## src/rtl/bseq_pkg.sv

```systemverilog
package bseq_pkg;

  typedef enum logic [1:0] {
    BM_WRAP   = 2'd0,
    BM_HYBRID = 2'd1,
    BM_LINEAR = 2'd2
  } bmode_e;

endpackage

```

## src/rtl/bseq_cfg_latch.sv

```systemverilog
module bseq_cfg_latch
  import bseq_pkg::*;
#(
  parameter int COL_W        = 10,
  parameter int MAX_LEN_LOG2 = 7,
  parameter int CODE_W       = 2
) (
  input  logic              clk,
  input  logic              rst_n,
  input  logic              load,
  input  logic [CODE_W-1:0] len_code,
  input  logic              hybrid,
  input  logic              linear,
  output bmode_e            mode,
  output logic [COL_W-1:0]  blk_mask
);

  localparam int LG_W = $clog2(MAX_LEN_LOG2 + 1);
  localparam logic [COL_W-1:0] RST_MASK = COL_W'((1 << (MAX_LEN_LOG2 - 2)) - 1);

  logic [LG_W-1:0]  len_lg;
  logic [COL_W-1:0] mask_d;
  bmode_e           mode_d;

  // log2 of the block length: the largest code gives the shortest block
  assign len_lg = LG_W'(MAX_LEN_LOG2) - LG_W'(len_code);

  for (genvar i = 0; i < COL_W; i++) begin : g_mask
    assign mask_d[i] = (i < int'(len_lg));
  end

  always_comb begin
    if (linear)      mode_d = BM_LINEAR;
    else if (hybrid) mode_d = BM_HYBRID;
    else             mode_d = BM_WRAP;
  end

  always_ff @(posedge clk or negedge rst_n) begin
    if (!rst_n) begin
      mode     <= BM_WRAP;
      blk_mask <= RST_MASK;
    end else if (load) begin
      mode     <= mode_d;
      blk_mask <= mask_d;
    end
  end

endmodule

```

## src/rtl/bseq_pass_ctr.sv

```systemverilog
module bseq_pass_ctr #(
  parameter int PASS_W = 6
) (
  input  logic              clk,
  input  logic              rst_n,
  input  logic              load,
  input  logic              step,
  input  logic [PASS_W-1:0] term,
  output logic              in_pass,
  output logic              pass_last
);

  logic [PASS_W-1:0] cnt;

  assign pass_last = in_pass && (cnt == term);

  always_ff @(posedge clk or negedge rst_n) begin
    if (!rst_n) begin
      cnt     <= '0;
      in_pass <= 1'b0;
    end else if (load) begin
      cnt     <= '0;
      in_pass <= 1'b1;
    end else if (step && in_pass) begin
      if (cnt == term) in_pass <= 1'b0;
      else             cnt     <= cnt + PASS_W'(1);
    end
  end

endmodule

```

## src/rtl/bseq_next_col.sv

```systemverilog
module bseq_next_col
  import bseq_pkg::*;
#(
  parameter int COL_W = 10
) (
  input  logic [COL_W-1:0] cur,
  input  bmode_e           mode,
  input  logic [COL_W-1:0] blk_mask,
  input  logic             in_pass,
  input  logic             pass_last,
  output logic [COL_W-1:0] nxt
);

  logic [COL_W-1:0] inc;
  logic [COL_W-1:0] wrap_nxt;
  logic [COL_W-1:0] jump_nxt;

  assign inc      = cur + COL_W'(2);
  assign wrap_nxt = (cur & ~blk_mask) | (inc & blk_mask);
  // base of the following aligned block; truncation wraps the row
  assign jump_nxt = (cur & ~blk_mask) + blk_mask + COL_W'(1);

  always_comb begin
    unique case (mode)
      BM_WRAP:   nxt = wrap_nxt;
      BM_HYBRID: begin
        if (pass_last)    nxt = jump_nxt;
        else if (in_pass) nxt = wrap_nxt;
        else              nxt = inc;
      end
      default:   nxt = inc;
    endcase
  end

endmodule

```

## src/rtl/burst_col_sequencer.sv

```systemverilog
module burst_col_sequencer
  import bseq_pkg::*;
#(
  parameter int COL_W        = 10,
  parameter int MAX_LEN_LOG2 = 7,
  parameter int CODE_W       = 2
) (
  input  logic              clk,
  input  logic              rst_n,
  input  logic              start,
  input  logic              stop,
  input  logic [COL_W-1:0]  start_col,
  input  logic [CODE_W-1:0] len_code,
  input  logic              hybrid,
  input  logic              linear,
  output logic              col_valid,
  input  logic              col_ready,
  output logic [COL_W-1:0]  col_pair
);

  localparam int PASS_W = MAX_LEN_LOG2 - 1;

  bmode_e           cfg_mode;
  logic [COL_W-1:0] blk_mask;
  logic [COL_W-1:0] nxt_col;
  logic             in_pass;
  logic             pass_last;
  logic             fire;

  assign fire = col_valid && col_ready && !start && !stop;

  bseq_cfg_latch #(
    .COL_W(COL_W), .MAX_LEN_LOG2(MAX_LEN_LOG2), .CODE_W(CODE_W)
  ) i_cfg (
    .clk(clk), .rst_n(rst_n), .load(start),
    .len_code(len_code), .hybrid(hybrid), .linear(linear),
    .mode(cfg_mode), .blk_mask(blk_mask)
  );

  bseq_pass_ctr #(.PASS_W(PASS_W)) i_pass (
    .clk(clk), .rst_n(rst_n), .load(start), .step(fire),
    .term(blk_mask[PASS_W:1]),
    .in_pass(in_pass), .pass_last(pass_last)
  );

  bseq_next_col #(.COL_W(COL_W)) i_next (
    .cur(col_pair), .mode(cfg_mode), .blk_mask(blk_mask),
    .in_pass(in_pass), .pass_last(pass_last), .nxt(nxt_col)
  );

  always_ff @(posedge clk or negedge rst_n) begin
    if (!rst_n) begin
      col_valid <= 1'b0;
      col_pair  <= '0;
    end else if (start) begin
      col_valid <= 1'b1;
      col_pair  <= {start_col[COL_W-1:1], 1'b0};
    end else if (stop) begin
      col_valid <= 1'b0;
    end else if (fire) begin
      col_pair  <= nxt_col;
    end
  end

endmodule

```

## config.mk

```make
export PLATFORM = sky130hd
export DESIGN_NAME = burst_col_sequencer
export DESIGN_NICKNAME = d
export VERILOG_FILES = /design/src/rtl/bseq_pkg.sv /design/src/rtl/bseq_cfg_latch.sv /design/src/rtl/bseq_pass_ctr.sv /design/src/rtl/bseq_next_col.sv /design/src/rtl/burst_col_sequencer.sv
export SDC_FILE = /design/constraint.sdc
export NUM_CORES = 1
export LEC_CHECK = 0
export BUFFER_PORTS_ARGS = -buffer_cell sky130_fd_sc_hd__buf_2
export CAP_MARGIN = 20
export CORE_UTILIZATION = 45
export DETAILED_ROUTE_END_ITERATION = 10
export PLACE_DENSITY = 0.66
export SLEW_MARGIN = 20
export SYNTH_ARGS = -nofsm -noshare
export SYNTH_HDL_FRONTEND = slang
export SYNTH_SLANG_ARGS = --single-unit
```

## constraint.sdc

```tcl
create_clock -name clk -period 2 [get_ports clk]
set_input_delay 0.1 -clock clk [delete_from_list [all_inputs] [get_ports clk]]
set_output_delay 0.1 -clock clk [all_outputs]
set_load 0.01 [all_outputs]
```

==> results.toml <==
[setup_path]
cp_data_arrival_time_ps = 2040
rr_endpoint = "col_pair[6]"
start_kind = "register"
end_kind = "register"
worstSetupPathType = "reg2reg"
rrSetupSlack_ps = 110
startpoint = "i_cfg.blk_mask[5]"
cp_max_fo = 9
reg2regPathDepth = 5
reg2reg_from = "i_cfg.blk_mask[5]"
crit_required_ps = 2150

[floorplan]
die_area_um2 = 4281
die_w_um = 65.43
start_util_pct = 48.01
core_um2 = 3771
rows = 22
die_h_um = 65.43
boundaryPins = 30

[layout]
antennaDiodeCount = 0
area_delta_synth_final_pct = 11.75
fillers = 370
drive_gt1_share_pct = 25.11
final_cells = 271
fin_nets = 245
utilization_pct = 53.65

[yosys]
synth_top_area_cell = "dfrtp_1"
yosysMostFrequentCell = "nand2_1"
ys_ff_latch = 23
synth_area_um2 = 1810
synth-main-ff-cell = "dfrtp_1"
async_flop_share_pct = 100.0
yosysTopAreaCellShare_pct = 30.41
syn_area_per_cell_um2 = 9.144
syn_nets = 219
ys_seq_area_share_pct = 31.86
yosys-top-cells-count = "nand2_1, dfrtp_1, nor2_1, o21ai_0"
synth_edf_count = 0
yosys-top-cells-area = "dfrtp_1, nand2_1, xnor2_4, o21ai_0, nor2_1"
synth_cell_types = 66
syn_inst = 198
ys_warn_count = 0

[hold_path]
hp-class = "in2reg"
whs_endpoint = "i_cfg.mode[0]"
hold_start = "linear"
holdPathStages = 2

[route]
first_pass_iters = 4
ant_nets = 0
drc = 0
drt_iter0_drc = 107
vias = 1561
wirelength_um = 4086
wl_per_cell_um = 15.08
viasPerCell = 5.760

[clock_tree]
clk_pin_slew_worst_paths_ps = 90
clockBufferDepth = 2
tritoncts = "yes"
insertion_delay_ps = 270
htreeDepth = 1
cts_made_buffers = 3
clockRootBuffer = "clkbuf_8"
cts_sinks = 23

[timing]
worst_slew_margin_rel_pct = 61.46
setup_viol_count_final = 0
worst_pin_slew_ps = 563.6
fmax_mhz = 530.3
period_needed_ps = 1886
rsz0062_at_grt = "no"
fin_worst_skew_ps = 7.925
drv_slew = 0
layout_setup_ws_ps = 114.4
fin_crit_sh_pct = 94.28
finalHoldViolCount = 0
tns_ps = 0

[global_routing]
antenna_found_initial = 0
track_usage_pct = 21.36
grt_max_degree = 37
grt_pass1_vias = 1415
overflow = 0
grt_pass1_wl_um = 6975

[placed_design]
hpwl_um = 2948
placedCellCount = 264
pre_cts_ws_ps = 131.2
routabilityCongestion = 0.8680
port_buffers = 28

[power_and_ir_drop]
p_per_area_nw_per_um2 = 567.3
ir_drop_mv = 0.4377
power.total_mw = 1.148
leakage_nw = 0.8603

[status]
status = "finished clean"

[job]
drv_cap = 0
[layer usage]
| layer | global-route usage, % | vias up | wire length [um] |
|---|---|---|---|
| met5 | 0 | - | 0 |
| met4 | 4.620 | 0 | 41 |
| met3 | 3.472 | 8 | 284 |
| met2 | 31.96 | 57 | 1754 |
| met1 | 32.06 | 719 | 2006 |
| li1 | - | 777 | - |
[flip-flops by register name, indices dropped and copies added (netlist names)]
| name | cells |
|---|---|
| col_pair | 10 |
| col_valid | 1 |
| i_cfg.blk_mask | 3 |
| i_cfg.mode | 2 |
| i_pass.cnt | 6 |
| i_pass.in_pass | 1 |
[cells in the final DEF, fill, tap and decap left out, types with 4 or more instances in the layout]
master / n
xor2_1: 7
nor2_1: 17
a31oi_1: 5
a21oi_1: 4
and2_1: 4
inv_1: 7
nor3_1: 4
nand2_1: 24
buf_4: 5
dfrtp_1: 22
buf_2: 28
o21ai_0: 15
o211ai_1: 4
[layout make-up]
class / instances / area [um^2] / area share (%)
well taps: 48 / 60.06 / 2.968
inverters: 7 / 26.28 / 1.299
flip-flops and latches: 23 / 576.8 / 28.51
multi-input cells: 153 / 1106 / 54.67
clock inverters: 1 / 5.005 / 0.2474
repair buffers: 36 / 207.7 / 10.27
clock buffers: 3 / 41.29 / 2.041
[worst max-delay path, stage by stage (launching register included)]
cell	delay [ps]
dfrtp_1	550
xnor2_4	300
nand4_4	200
a2bb2oi_1	200
a2111oi_2	390
o2bb2ai_1	120
[power breakdown]
group | total (mW) | internal (mW) | switching (mW) | leakage, nW
sequential | 0.560 | 0.497 | 0.0626 | 0.287
combinational | 0.278 | 0.129 | 0.149 | 0.548
clock | 0.310 | 0.140 | 0.170 | 0.0255
total | 1.15 | 0.766 | 0.382 | 0.860
[worst max-delay path by stage]
stage	endpoint	slack, ps	cells past startpoint
6_report	col_pair[6]	110	5
5_1_grt	col_pair[6]	7	5
4_1_cts	col_pair[6]	100	5
3_5_place_dp	col_pair[6]	130	5
3_3_place_gp	col_pair[9]	160	5
2_1_floorplan	col_pair[9]	280	6
[through the flow]
step           hold slack, ps  cell area (um^2)
2_1_floorplan          -195.6              1810
3_3_place_gp            115.4              1947
3_5_place_dp            110.4              1947
4_1_cts                 7.126              2023
5_1_grt                 9.744              2023
6_report                10.63              2023
[logic make-up after synthesis]
| kind of cell | share of synthesized area, % |
|---|---|
| XOR/XNOR | 10.30 |
| adder cells (fa/ha/maj) | 1.382 |
| AO/OA/AOI/OAI | 26.61 |
| multiplexers | 1.106 |
| buffers and inverters | 7.049 |
| flip-flops | 31.86 |
| AND/OR/NAND/NOR | 21.70 |
[repair_timing]
action,4_1_cts,5_1_grt
resized for setup,0,0
hold buffers,3,0
setup buffers,0,0
hold endpoints to repair,23,0
(Power assumes the default switching activity.)
